### config.mk
export PLATFORM = sky130hd
export DESIGN_NAME = drum_seq
export DESIGN_NICKNAME = d
export VERILOG_FILES = /design/src/rtl/drum_seq_pkg.sv /design/src/rtl/drum_seq_sync.sv /design/src/rtl/drum_seq_next.sv /design/src/rtl/drum_seq_reg.sv /design/src/rtl/drum_seq.sv
export SDC_FILE = /design/constraint.sdc
export NUM_CORES = 1
export LEC_CHECK = 0
export BUFFER_PORTS_ARGS = -buffer_cell sky130_fd_sc_hd__buf_2
export CORE_AREA = 3 3 40 42
export CTS_CLUSTER_SIZE = 40
export DETAILED_ROUTE_END_ITERATION = 7
export DIE_AREA = 0 0 43 45
export GPL_TIMING_DRIVEN = 0
export HOLD_SLACK_MARGIN = 0.02
export PLACE_DENSITY = 0.32
export SKIP_LAST_GASP = 1
export SLEW_MARGIN = 25
export SYNTH_ARGS = -nofsm -noshare
export SYNTH_HDL_FRONTEND = slang
export SYNTH_SLANG_ARGS = --single-unit
### constraint.sdc
create_clock -name clk -period 1.55 [get_ports clk]
set_input_delay 0 -clock clk [delete_from_list [all_inputs] [get_ports clk]]
set_output_delay 0 -clock clk [all_outputs]
set_load 0.02 [all_outputs]
### src/rtl/drum_seq_pkg.sv
package drum_seq_pkg;
  localparam int CODE_W    = 3;
  localparam int PUMP_BIT  = 2;
  localparam int MOTOR_BIT = 1;
  localparam int VALVE_BIT = 0;

  typedef logic [CODE_W-1:0] drum_code_t;

  localparam drum_code_t CODE_IDLE  = 3'b000;
  localparam drum_code_t CODE_FILL  = 3'b100;
  localparam drum_code_t CODE_MIXF  = 3'b110;
  localparam drum_code_t CODE_STIR  = 3'b010;
  localparam drum_code_t CODE_DRAIN = 3'b001;

  // Next phase: pump follows "motor and valve both off", motor follows pump,
  // valve opens when the motor runs without the pump.
  function automatic drum_code_t seq_next(input drum_code_t cur);
    drum_code_t nxt;
    nxt[PUMP_BIT]  = ~cur[MOTOR_BIT] & ~cur[VALVE_BIT];
    nxt[MOTOR_BIT] = cur[PUMP_BIT];
    nxt[VALVE_BIT] = ~cur[PUMP_BIT] & cur[MOTOR_BIT];
    return nxt;
  endfunction

  function automatic logic in_main_loop(input drum_code_t c);
    return (c == CODE_IDLE) || (c == CODE_FILL) || (c == CODE_MIXF) ||
           (c == CODE_STIR) || (c == CODE_DRAIN);
  endfunction
endpackage

### src/rtl/drum_seq_sync.sv
module drum_seq_sync #(
  parameter int STAGES = 2
) (
  input  logic clk,
  input  logic async_in,
  output logic sync_out
);
  logic [STAGES-1:0] chain_q = '0;
  logic              armed_q = 1'b0;

  always_ff @(posedge clk) armed_q <= 1'b1;

  for (genvar i = 0; i < STAGES; i++) begin : g_stage
    if (i == 0) begin : g_first
      always_ff @(posedge clk) chain_q[0] <= async_in;
    end else begin : g_rest
      always_ff @(posedge clk) chain_q[i] <= chain_q[i-1];
      // each stage copies its predecessor one edge later
      p_stage_shift_r3: assert property (@(posedge clk) disable iff (!armed_q)
        chain_q[i] == $past(chain_q[i-1]));
    end
  end

  assign sync_out = chain_q[STAGES-1];
endmodule

### src/rtl/drum_seq_next.sv
module drum_seq_next
  import drum_seq_pkg::*;
(
  input  drum_code_t cur_code,
  output drum_code_t nxt_code,
  output logic       cur_in_loop
);
  assign nxt_code    = seq_next(cur_code);
  assign cur_in_loop = in_main_loop(cur_code);
endmodule

### src/rtl/drum_seq_reg.sv
module drum_seq_reg
  import drum_seq_pkg::*;
#(
  parameter drum_code_t INIT_CODE = CODE_IDLE
) (
  input  logic       clk,
  input  logic       advance,
  input  logic       clear,
  input  drum_code_t d_next,
  output drum_code_t q
);
  drum_code_t state_q = INIT_CODE;
  logic       armed_q = 1'b0;

  always_ff @(posedge clk) begin
    armed_q <= 1'b1;
    if (clear)        state_q <= CODE_IDLE;
    else if (advance) state_q <= d_next;
  end

  assign q = state_q;

  // no update requested, no change
  p_hold_no_step_r2: assert property (@(posedge clk) disable iff (!armed_q)
    (!$past(clear) && !$past(advance)) |-> $stable(state_q));
  // synchronized start lands in idle
  p_clear_idle_r3: assert property (@(posedge clk) disable iff (!armed_q)
    $past(clear) |-> (state_q == CODE_IDLE));
  // pump and valve never both on after an update
  p_pump_valve_excl_r5: assert property (@(posedge clk) disable iff (!armed_q)
    ($past(clear) || $past(advance)) |-> !(state_q[PUMP_BIT] && state_q[VALVE_BIT]));
endmodule

### src/rtl/drum_seq.sv
module drum_seq
  import drum_seq_pkg::*;
#(
  parameter drum_code_t POWERUP_CODE = CODE_IDLE,
  parameter int         SYNC_STAGES  = 2
) (
  input  logic clk,
  input  logic step_tick,
  input  logic start_req,
  output logic pump_on,
  output logic motor_on,
  output logic valve_open
);
  logic       start_sync;
  drum_code_t cur_code;
  drum_code_t nxt_code;
  logic       cur_in_loop;
  logic       armed_q = 1'b0;

  always_ff @(posedge clk) armed_q <= 1'b1;

  drum_seq_sync #(.STAGES(SYNC_STAGES)) u_sync (
    .clk      (clk),
    .async_in (start_req),
    .sync_out (start_sync)
  );

  drum_seq_next u_next (
    .cur_code    (cur_code),
    .nxt_code    (nxt_code),
    .cur_in_loop (cur_in_loop)
  );

  drum_seq_reg #(.INIT_CODE(POWERUP_CODE)) u_reg (
    .clk     (clk),
    .advance (step_tick),
    .clear   (start_sync),
    .d_next  (nxt_code),
    .q       (cur_code)
  );

  assign pump_on    = cur_code[PUMP_BIT];
  assign motor_on   = cur_code[MOTOR_BIT];
  assign valve_open = cur_code[VALVE_BIT];

  // an unused code rejoins the loop after one step
  p_unused_recover_r4: assert property (@(posedge clk) disable iff (!armed_q)
    ($past(step_tick) && !$past(start_sync) && !$past(cur_in_loop)) |-> cur_in_loop);
  // fill goes to fill-and-stir
  p_fill_to_mix_r1: assert property (@(posedge clk) disable iff (!armed_q)
    ($past(step_tick) && !$past(start_sync) && $past(cur_code) == CODE_FILL)
      |-> (cur_code == CODE_MIXF));
  // stir-only goes to drain
  p_stir_to_drain_r1: assert property (@(posedge clk) disable iff (!armed_q)
    ($past(step_tick) && !$past(start_sync) && $past(cur_code) == CODE_STIR)
      |-> (cur_code == CODE_DRAIN));
endmodule

==> results of run 1 <==
[power groups by stage]
stage | combinational (mW) | clock (mW) | sequential [mW]
2_1_floorplan | 0.00856 | 0 | 0.147
3_3_place_gp | 0.0212 | 0 | 0.143
3_5_place_dp | 0.0216 | 0 | 0.143
4_1_cts | 0.0235 | 0.159 | 0.141
5_1_grt | 0.0251 | 0.173 | 0.142
6_report | 0.0231 | 0.147 | 0.141
[flip-flops by register name, summed over array words and instances, names as in the netlist]
| name | cells |
|---|---|
| u_reg.q | 3 |
| u_sync.chain_q | 1 |
| u_sync.sync_out | 1 |
[per-layer routing]
layer  vias up  track usage  share of wire
met5         -            0              0
met4         0      0.03614              0
met3         0      0.07570           0.17
met2         8      0.05689           0.42
met1        56      0.03623           0.41
li1         64            -              -
[worst reg2reg max path, delay by kind of cell, from the launching register on]
family,cells,cell delay (ps)
flip-flops,1,320
AND/OR/NAND/NOR,1,390
AO/OA/AOI/OAI,1,140
[kinds of logic after synthesis]
logic type	after synthesis	share of synthesized area
muxes	1	0.06299
DFF	5	0.6299
AOI/OAI and AO/OA	2	0.08659
and+or+nand+nor	5	0.2205
[worst min path at each step]
stage | endpoint | slack, ps
after global placement | u_sync.chain_q[0]$_DFF_P_ | 100
after CTS | u_reg.q[0]$_SDFFE_PP0P_ | 50
after detailed placement | u_sync.chain_q[0]$_DFF_P_ | 110
after global routing | u_reg.q[0]$_SDFFE_PP0P_ | 70
after floorplan | u_sync.chain_q[0]$_DFF_P_ | 30
final | u_reg.q[0]$_SDFFE_PP0P_ | 70
[synthesized netlist by cell type, drive strengths merged]
master and n:
mux2i 1, a21oi 2, nand2b 2, or3b 1, nand3b 1, dfxtp 5
nor2 1
[per-stage QoR]
step | instance area, sq um | std cells | setup slack [ps] | utilization
floorplan | 158.9 | 13 | 591.9 | -
global placement | 202.7 | 33 | 661.1 | 0.1577
detailed placement | 202.7 | 33 | 635.4 | 0.1577
CTS | 239.0 | 38 | 630.3 | 0.1860
global route | 239.0 | 38 | 597.8 | 0.1860
finish | 239.0 | 38 | 640.2 | 0.1860
[timing repair]
item / 4_1_cts / 5_1_grt
resized for setup: 0 / 0
hold buffers: 1 / 0
endpoints found under the hold margin: 1 / 0
[layout make-up]
cell class | count | area, sq um | share of cell area
Sequential cell | 5 | 100.1 | 0.4188
Multi-Input combinational cell | 8 | 58.81 | 0.2461
Timing Repair Buffer | 6 | 35.03 | 0.1466
Clock buffer | 4 | 26.28 | 0.1099
Tap cell | 15 | 18.77 | 0.07853
==> impl_summary.txt, run 1 <==
----------------------------------------------------
[Synth]
  FF+latch count, synth ... 5
  Cell type with the largest total area after synthesis ... sky130_fd_sc_hd__dfxtp_1
  Yosys synthesis warning count ... 0
  Number of different library cells in the post-synthesis netlist ... 9
  Instance count of the mapped netlist ... 13
  Post-synth top area share ... 0.6299
  Netlist area before placement ... 158.9 sq um
  Post-Synthesis Net Count ... 16
  Cells taking the most area after synthesis ... sky130_fd_sc_hd__dfxtp_1 63%, sky130_fd_sc_hd__mux2i_1 6.3%, sky130_fd_sc_hd__a21oi_2 5.5%
  Share of synthesized area occupied by flip-flops and latches ... 0.6299
  Post-synthesis area per instance ... 12.22 sq um

[Global routing]
  Total grt overflow ... 0
  Initial antenna violation count ... 0
  Via count of the first global-routing pass ... 140
  Global Route Usage Sum ... 0.04917
  Largest net degree at the start of global routing ... 6
  Wire length of the first global-routing pass ... 558 microns

[Power and ir drop]
  Sequential Power Share ... 0.453
  Switching power share of the total ... 0.2129
  Overall power of the completed layout ... 0.3113 mW
  Fraction of power consumed by combinational cells ... 0.074
  Standby leakage power ... 0.1033 nW
  Internal power contribution ... 0.2450 mW
  Total power per unit cell area ... 1303 mW/mm^2
  Clock network fraction of design power ... 0.473
  Switching power ... 0.06629 mW
  Maximum vdd drop ... 438.9 uV

[Timing]
  Final Skew ... 3.205 ps
  Setup TNS after final layout ... 0 ps
  Final number of hold-violating endpoints ... 0
  Max-slew violation count ... 0
  Slew at the pin closest to its max-slew limit ... 114.0 ps
  Max Freq ... 1099 MHz
  Post-route fraction of the period consumed by the critical path ... 0.5870
  Minimum period implied by the final worst setup slack ... 909.8 ps
  Setup-violating endpoint count in the final report ... 0
  Slew margin rel. ... 0.9218
  Unrepaired setup endpoints after global routing ... false
  Tightest hold margin ... 67.13 ps

[Worst setup path]
  Worst path depth ... 2
  Worst setup startpoint ... u_reg.q[1]$_SDFFE_PP0P_
  Critical path buffers and inverters ... 0
  Delay of the slowest cell on the worst path ... 390 ps
  Worst-path cell with the longest stage delay ... sky130_fd_sc_hd__or3b_1
  R2R Setup Slk ... 640 ps
  CP Cell Sequence ... or3b_1 -> a21oi_2
  Required time of the worst setup path ... 1730 ps
  Worst flop-to-flop path endpoint ... u_reg.q[2]$_SDFFE_PP0P_
  Worst Path Class, Setup ... reg2reg
  Crit. End Element ... flip-flop
  Startpoint of the lowest-slack register-to-register path ... u_reg.q[1]$_SDFFE_PP0P_
  Arrival time of data at the critical path endpoint ... 1090 ps
  Cell class contributing the biggest share of worst-path delay ... simple AND/OR/NAND/NOR gates
  Worst r2r path cells ... 2
  Highest fanout seen on the critical path ... 4
  Sort of element at the start of the critical path ... flip-flop
  Capturing instance or port of the critical path ... u_reg.q[2]$_SDFFE_PP0P_

[Floorplan]
  Top Ports ... 6
  FP Rows ... 13
  Core Region ... 0.001285 sq mm
  Effective utilization at floorplan ... 0.1237
  Width of the die ... 43 microns
  Area of the die ... 0.001935 sq mm
  Y dimension of the die ... 45 microns

[Placed design]
  Port Buf Inserts ... 5
  Routability congestion estimate ... 0.6196
  Detailed Place HPWL ... 225.1 microns

[Clock tree]
  Clock root cell ... sky130_fd_sc_hd__clkbuf_4
  Clock Sink Count ... 5
  Maximum count of clock buffers along a single path ... 2
  Count of buffers added by post-CTS timing repair for setup ... 0
  Number of clock buffers inserted by TritonCTS ... 3
  H-Tree Level Count ... 1
  Clock transition at path regs ... 40 ps
  Later-pin clock latency in the skew report ... 240 ps
  TritonCTS clock tree ... done

[Final layout]
  Share of final-layout standard cells stronger than drive strength 1 ... 0.4348
  Number of nets in the layout ... 27
  Antenna fix cells ... 0
  Highest-count cells in the layout ignoring fill and taps ... 5 x sky130_fd_sc_hd__buf_2, 5 x sky130_fd_sc_hd__dfxtp_1, 3 x sky130_fd_sc_hd__clkbuf_4
  Number of filler cells placed in the layout ... 143
  Relative area change from synthesis to final layout ... 50.39%

[Status]
  Result of the run ... complete, no violations

[Hold path]
  HP Start ... step_tick
  Hold path depth ... 3
  HP Class ... in2reg

[Detailed routing]
  Vias after detailed routing ... 128
  Post-route antenna net violation count ... 0
  Vias per inst ... 3.368
  Pre-Repair DR Iteration Count ... 1
  Drc violations ... 0
  WL final ... 306 microns
  Post-detailed-route wirelength per cell ... 8.053 microns
  DRC marker count from the first detailed-route iteration ... 0

[Flow run]
  Maximum capacitance violations ... 0

----------------------------------------------------
Note: power is estimated with default switching activity, not from simulation.
==> run 2, diff against run 1 <==
- PLACE_DENSITY: 0.32 -> 0.33
- clock period: 1.55 -> 0.8 ns (I/O delays scaled with it)
==> run 2 against run 1 <==
The run now ends with negative setup slack left. Clock-buffer cell count unchanged. Design area rose by 12%. Power increased by 99%. Non-clock buffer count rose by 2. Clock power rose by 99%. Global-route usage decreased by 1.0 points. Flip-flop and latch count did not move. Fmax rose by 4.7%.
==> impl_summary.txt, run 2 (synthesized netlist as in run 1, its figures left out) <==
----------------------------------------------------
[Status]
  Result of the run ... complete, but fails checks (was complete, no violations)
  Violations in the final reports ... negative setup slack

[Detailed routing]
  Drc violations ... 0 (unchanged)
  Vias after detailed routing ... 137 (was 128)
  Vias per inst ... 3.425 (was 3.368)
  Post-detailed-route wirelength per cell ... 7.550 microns (was 8.053 microns)
  WL final ... 302 microns (was 306 microns)
  Post-route antenna net violation count ... 0 (unchanged)
  Pre-Repair DR Iteration Count ... 1 (unchanged)
  DRC marker count from the first detailed-route iteration ... 0 (unchanged)

[Timing]
  Final Skew ... 5.820 ps (was 3.205 ps)
  Setup-violating endpoint count in the final report ... 2 (was 0)
  Slew at the pin closest to its max-slew limit ... 113.4 ps (was 114.0 ps)
  Worst-case setup margin in the final layout ... -69.16 ps (was 640.2 ps)
  Final number of hold-violating endpoints ... 0 (unchanged)
  Max Freq ... 1151 MHz (was 1099 MHz)
  Post-route fraction of the period consumed by the critical path ... 1.086 (was 0.5870)
  Minimum period implied by the final worst setup slack ... 869.2 ps (was 909.8 ps)
  Unrepaired setup endpoints after global routing ... true (was false)
  Slew margin rel. ... 0.9223 (was 0.9218)
  Max-slew violation count ... 0 (unchanged)

[Floorplan]
  Width of the die ... 43 microns (unchanged)
  Effective utilization at floorplan ... 0.1237 (unchanged)
  FP Rows ... 13 (unchanged)
  Core Region ... 0.001285 sq mm (unchanged)
  Y dimension of the die ... 45 microns (unchanged)
  Top Ports ... 6 (unchanged)
  Area of the die ... 0.001935 sq mm (unchanged)

[Final layout]
  Highest-count cells in the layout ignoring fill and taps ... 3 x sky130_fd_sc_hd__clkbuf_4, 3 x sky130_fd_sc_hd__buf_2, 3 x sky130_fd_sc_hd__buf_4, 3 x sky130_fd_sc_hd__dfxtp_1 (was 5 x sky130_fd_sc_hd__buf_2, 5 x sky130_fd_sc_hd__dfxtp_1, 3 x sky130_fd_sc_hd__clkbuf_4)
  Post-route insts no fill ... 40 (was 38)
  Multi-input combinational cell area ... 58.81 sq um (unchanged)
  Sequential cell area ... 105.1 sq um (was 100.1 sq um)
  Number of flip-flops under the largest register name ... 3 (unchanged)
  Antenna fix cells ... 0 (unchanged)
  Number of nets in the layout ... 29 (was 27)
  Relative area change from synthesis to final layout ... 68.50% (was 50.39%)
  Share of final-layout standard cells stronger than drive strength 1 ... 0.5600 (was 0.4348)
  Final standard cell utilization of the core ... 0.2084 (was 0.1860)
  Number of filler cells placed in the layout ... 141 (was 143)

[Hold path]
  HP Class ... in2reg (unchanged)

[Placed design]
  Placed Cells incl. Taps ... 33 (unchanged)
  Routability congestion estimate ... 0.5515 (was 0.6196)
  Port Buf Inserts ... 5 (unchanged)

[Worst setup path]
  Sort of element at the start of the critical path ... flip-flop (unchanged)
  R2R Setup Slk ... -70 ps (was 640 ps)
  Worst setup startpoint ... u_reg.q[1]$_SDFFE_PP0P_ (unchanged)
  Capturing instance or port of the critical path ... u_reg.q[2]$_SDFFE_PP0P_ (unchanged)
  Worst Path Class, Setup ... reg2reg (unchanged)
  Crit. End Element ... flip-flop (unchanged)
  Highest fanout seen on the critical path ... 3 (was 4)
  Worst flop-to-flop path endpoint ... u_reg.q[2]$_SDFFE_PP0P_ (unchanged)
  Arrival time of data at the critical path endpoint ... 1050 ps (was 1090 ps)
  Required time of the worst setup path ... 980 ps (was 1730 ps)
  Worst r2r path cells ... 2 (unchanged)
  Startpoint of the lowest-slack register-to-register path ... u_reg.q[1]$_SDFFE_PP0P_ (unchanged)

[Global routing]
  Total grt overflow ... 0 (unchanged)
  Via count of the first global-routing pass ... 116 (was 140)
  Wire length of the first global-routing pass ... 434 microns (was 558 microns)
  Largest net degree at the start of global routing ... 6 (unchanged)
  Global Route Usage Sum ... 0.03917 (was 0.04917)
  Initial antenna violation count ... 0 (unchanged)

[Power and ir drop]
  Standby leakage power ... 0.1165 nW (was 0.1033 nW)
  Internal power contribution ... 0.4832 mW (was 0.2450 mW)
  Sequential Power Share ... 0.436 (was 0.453)
  Switching power share of the total ... 0.2211 (was 0.2129)
  Clock network fraction of design power ... 0.472 (was 0.473)
  Switching power ... 0.1372 mW (was 0.06629 mW)
  Maximum vdd drop ... 1031 uV (was 438.9 uV)
  Overall power of the completed layout ... 0.6204 mW (was 0.3113 mW)
  Total power per unit cell area ... 2317 mW/mm^2 (was 1303 mW/mm^2)
  Fraction of power consumed by combinational cells ... 0.093 (was 0.074)

[Clock tree]
  H-Tree Level Count ... 1 (unchanged)
  Maximum count of clock buffers along a single path ... 2 (unchanged)
  Clock transition at path regs ... 50 ps (was 40 ps)
  Clock Sink Count ... 5 (unchanged)
  Later-pin clock latency in the skew report ... 240 ps (about the same)
  Number of clock buffers inserted by TritonCTS ... 3 (unchanged)
  TritonCTS clock tree ... done (unchanged)
  Clock root cell ... sky130_fd_sc_hd__clkbuf_4 (unchanged)

[Flow run]
  Maximum capacitance violations ... 0 (unchanged)

----------------------------------------------------
[run 2: how the worst min path moves through the flow]
| stage | start | end | slack [ps] | cells after the start |
|---|---|---|---|---|
| after floorplan | start_req | u_sync.chain_q[0]$_DFF_P_ | 30 | 0 |
| after global placement | start_req | u_sync.chain_q[0]$_DFF_P_ | 100 | 1 |
| after detailed placement | start_req | u_sync.chain_q[0]$_DFF_P_ | 100 | 1 |
| after CTS | step_tick | u_reg.q[1]$_SDFFE_PP0P_ | 50 | 3 |
| after global routing | step_tick | u_reg.q[0]$_SDFFE_PP0P_ | 60 | 3 |
| final | step_tick | u_reg.q[1]$_SDFFE_PP0P_ | 60 | 3 |
[run 2: critical path: stages, from the launching register on]
cell and delay (ps):
sky130_fd_sc_hd__dfxtp_2 320, sky130_fd_sc_hd__or3b_1 380, sky130_fd_sc_hd__a21oi_2 110
[run 2: power by group through the flow]
stage,logic [mW],registers [mW],clock network (mW)
final,0.0576,0.270,0.293
after detailed placement,0.0409,0.276,0
after global placement,0.0411,0.275,0
after global routing,0.0620,0.272,0.328
after floorplan,0.0164,0.283,0
after CTS,0.0542,0.270,0.307
[run 2: timing repair]
item	in CTS	in global routing
buffers inserted	2	0
endpoints found under the setup margin	2	3
pin swaps	1	0
hold buffers	1	0
hold endpoints to repair	1	0
resized for setup	1	2
[run 2: routing by layer]
layer | routed length [microns] | GRT usage | vias to the layer above
met5 | 0 | 0 | -
met4 | 0 | 0 | 0
met3 | 69 | 0.07968 | 0
met2 | 105 | 0.04192 | 9
li1 | - | - | 69
met1 | 127 | 0.03140 | 59
[run 2: metrics by stage]
stage,area [sq um],setup TNS (ps),hold slack [ps],setup slack [ps]
after floorplan,163.9,-98.90,27.72,-98.90
after global placement,207.7,-84.56,103.8,-84.56
after detailed placement,207.7,-83.31,104.6,-83.31
after CTS,261.5,-109.4,53.27,-71.23
after global routing,267.8,-168.0,59.97,-102.1
final,267.8,-81.42,59.70,-69.16
[run 2: cell type report]
type | instances | area share
timing repair buffer | 8 | 0.2196
multi-input combinational | 8 | 0.2196
clock buffer | 4 | 0.09813
sequential | 5 | 0.3925
tap | 15 | 0.07009
==> run 3, diff against run 2 <==
- BUFFER_PORTS_ARGS: -buffer_cell sky130_fd_sc_hd__buf_2 -> -buffer_cell sky130_fd_sc_hd__clkbuf_2
==> run 3 against run 2 <==
The flow still finishes with violations (negative setup slack). Largest cell class unchanged. Via count is 8.0% lower. Design area shrank 7.9%. Critical path type unchanged. Wire length decreased by 7.9%. Non-clock buffer count fell by 2. Core utilization decreased by 1.7 points. Clock skew is 0.57 ps higher. Critical endpoint unchanged. Global-route usage shrank 0.34 points. Combinational power is 20% lower. Final cell count decreased by 5.0%.
==> impl_summary.txt, run 3 (synthesized netlist as in run 1, its figures left out) <==
----------------------------------------------------
[Status]
  Result of the run ... complete, but fails checks (unchanged)
  Violations in the final reports ... negative setup slack (unchanged)

[Clock tree]
  Clock transition at path regs ... 50 ps (about the same)
  Clock Sink Count ... 5 (unchanged)
  H-Tree Level Count ... 1 (unchanged)
  Maximum count of clock buffers along a single path ... 2 (unchanged)
  TritonCTS clock tree ... done (unchanged)
  Later-pin clock latency in the skew report ... 250 ps (was 240 ps)
  Clock root cell ... sky130_fd_sc_hd__clkbuf_4 (unchanged)
  Number of clock buffers inserted by TritonCTS ... 3 (unchanged)

[Worst setup path]
  Arrival time of data at the critical path endpoint ... 1070 ps (was 1050 ps)
  Worst-path cell with the longest stage delay ... sky130_fd_sc_hd__or3b_1 (unchanged)
  Capturing instance or port of the critical path ... u_reg.q[2]$_SDFFE_PP0P_ (unchanged)
  Worst Path Class, Setup ... reg2reg (unchanged)
  Worst setup startpoint ... u_reg.q[1]$_SDFFE_PP0P_ (unchanged)
  Worst path depth ... 2 (unchanged)
  Crit. End Element ... flip-flop (unchanged)
  Highest fanout seen on the critical path ... 4 (was 3)
  Critical path buffers and inverters ... 0 (unchanged)
  Delay of the slowest cell on the worst path ... 380 ps (about the same)
  Cell class contributing the biggest share of worst-path delay ... simple AND/OR/NAND/NOR gates (unchanged)
  CP Cell Sequence ... or3b_1 -> a21oi_2 (unchanged)
  Required time of the worst setup path ... 980 ps (about the same)
  Worst r2r path cells ... 2 (unchanged)
  R2R Setup Slk ... -80 ps (was -70 ps)
  Worst flop-to-flop path endpoint ... u_reg.q[2]$_SDFFE_PP0P_ (unchanged)
  Sort of element at the start of the critical path ... flip-flop (unchanged)
  Startpoint of the lowest-slack register-to-register path ... u_reg.q[1]$_SDFFE_PP0P_ (unchanged)

[Placed design]
  Routability congestion estimate ... 0.5516 (was 0.5515)
  Port Buf Inserts ... 5 (unchanged)
  Detailed Place HPWL ... 208.9 microns

[Timing]
  Unrepaired setup endpoints after global routing ... true (unchanged)
  Setup TNS after final layout ... -96.73 ps (was -81.42 ps)
  Max-slew violation count ... 0 (unchanged)
  Final number of hold-violating endpoints ... 0 (unchanged)
  Max Freq ... 1130 MHz (was 1151 MHz)
  Tightest hold margin ... 52.79 ps (was 59.70 ps)
  Worst-case setup margin in the final layout ... -84.93 ps (was -69.16 ps)
  Slew at the pin closest to its max-slew limit ... 115.8 ps (was 113.4 ps)
  Post-route fraction of the period consumed by the critical path ... 1.106 (was 1.086)
  Setup-violating endpoint count in the final report ... 2 (unchanged)
  Minimum period implied by the final worst setup slack ... 884.9 ps (was 869.2 ps)
  Final Skew ... 6.391 ps (was 5.820 ps)
  Slew margin rel. ... 0.9206 (was 0.9223)

[Global routing]
  Total grt overflow ... 0 (unchanged)
  Wire length of the first global-routing pass ... 407 microns (was 434 microns)
  Global Route Usage Sum ... 0.03580 (was 0.03917)
  Largest net degree at the start of global routing ... 6 (unchanged)
  Initial antenna violation count ... 0 (unchanged)
  Via count of the first global-routing pass ... 101 (was 116)

[Detailed routing]
  Post-route antenna net violation count ... 0 (unchanged)
  Vias per inst ... 3.316 (was 3.425)
  Post-detailed-route wirelength per cell ... 7.316 microns (was 7.550 microns)
  Pre-Repair DR Iteration Count ... 2 (was 1)
  Drc violations ... 0 (unchanged)
  DRC marker count from the first detailed-route iteration ... 1 (was 0)
  WL final ... 278 microns (was 302 microns)
  Vias after detailed routing ... 126 (was 137)

[Power and ir drop]
  Standby leakage power ... 0.1034 nW (was 0.1165 nW)
  Overall power of the completed layout ... 0.6114 mW (was 0.6204 mW)
  Maximum vdd drop ... 843.4 uV (was 1031 uV)
  Total power per unit cell area ... 2480 mW/mm^2 (was 2317 mW/mm^2)

[Floorplan]
  Y dimension of the die ... 45 microns (unchanged)
  Effective utilization at floorplan ... 0.1237 (unchanged)
  Area of the die ... 0.001935 sq mm (unchanged)
  Width of the die ... 43 microns (unchanged)
  FP Rows ... 13 (unchanged)
  Top Ports ... 6 (unchanged)
  Core Region ... 0.001285 sq mm (unchanged)

[Hold path]
  HP Class ... in2reg (unchanged)

[Final layout]
  Number of nets in the layout ... 27 (was 29)
  Antenna fix cells ... 0 (unchanged)
  Final standard cell utilization of the core ... 0.1918 (was 0.2084)
  Relative area change from synthesis to final layout ... 55.12% (was 68.50%)
  Number of flip-flops under the largest register name ... 3 (unchanged)
  Share of final-layout standard cells stronger than drive strength 1 ... 0.5217 (was 0.5600)
  Highest-count cells in the layout ignoring fill and taps ... 4 x sky130_fd_sc_hd__clkbuf_4, 4 x sky130_fd_sc_hd__clkbuf_2, 3 x sky130_fd_sc_hd__dfxtp_1 (was 3 x sky130_fd_sc_hd__clkbuf_4, 3 x sky130_fd_sc_hd__buf_2, 3 x sky130_fd_sc_hd__buf_4, 3 x sky130_fd_sc_hd__dfxtp_1)

[Flow run]
  Maximum capacitance violations ... 0 (unchanged)

----------------------------------------------------
run 3: cell types whose count changed in the layout (fill, tap and decap cells not counted), sizes merged:
cell / previous run / this run
buf: 7 / 0
clkbuf: 4 / 9
run 3: stage by stage:
| stage | setup WS, ps | area, sq um | cells |
|---|---|---|---|
| 2_1_floorplan | -98.90 | 163.9 | 13 |
| 3_3_place_gp | -85.35 | 207.7 | 33 |
| 3_5_place_dp | -85.89 | 207.7 | 33 |
| 4_1_cts | -91.83 | 246.5 | 38 |
| 5_1_grt | -104.4 | 246.5 | 38 |
| 6_report | -84.93 | 246.5 | 38 |
run 3: final cells by class:
cell class	instances	area (sq um)
timing repair buffer	6	37.54
multi-input combinational	8	58.81
sequential	5	105.1
clock buffer	4	26.28
tap	15	18.77
fill	146	1039
run 3: worst min path at each step:
stage          startpoint                        end  slack [ps]  cells past startpoint
4_1_cts         step_tick    u_reg.q[0]$_SDFFE_PP0P_          40                      3
2_1_floorplan   start_req  u_sync.chain_q[0]$_DFF_P_          30                      0
3_3_place_gp    start_req  u_sync.chain_q[0]$_DFF_P_         100                      1
6_report        step_tick    u_reg.q[0]$_SDFFE_PP0P_          50                      3
3_5_place_dp    start_req  u_sync.chain_q[0]$_DFF_P_         100                      1
5_1_grt         step_tick    u_reg.q[0]$_SDFFE_PP0P_          50                      3
run 3: worst reg2reg max path: stages, from the launching register on:
cell and delay, ps:
sky130_fd_sc_hd__dfxtp_2 330, sky130_fd_sc_hd__or3b_1 380, sky130_fd_sc_hd__a21oi_2 110
run 3: where the power goes:
part | total, mW | internal (mW) | switching, mW
clock network | 0.294 | 0.189 | 0.106
registers | 0.271 | 0.261 | 0.0102
logic | 0.0458 | 0.0248 | 0.0210
run 3: layer usage:
metal / wire (microns) / track usage
met5: 0 / 0
met3: 66 / 0.06773
met4: 0 / 0.01807
met1: 123 / 0.02892
met2: 89 / 0.03293
run 3: what timing repair did:
| action | CTS | global route |
|---|---|---|
| hold endpoints to repair | 1 | 0 |
| resized for setup | 1 | 0 |
| setup buffers | 0 | 0 |
| setup endpoints to repair | 2 | 2 |
| hold buffers | 1 | 0 |
| pin swaps | 1 | 0 |
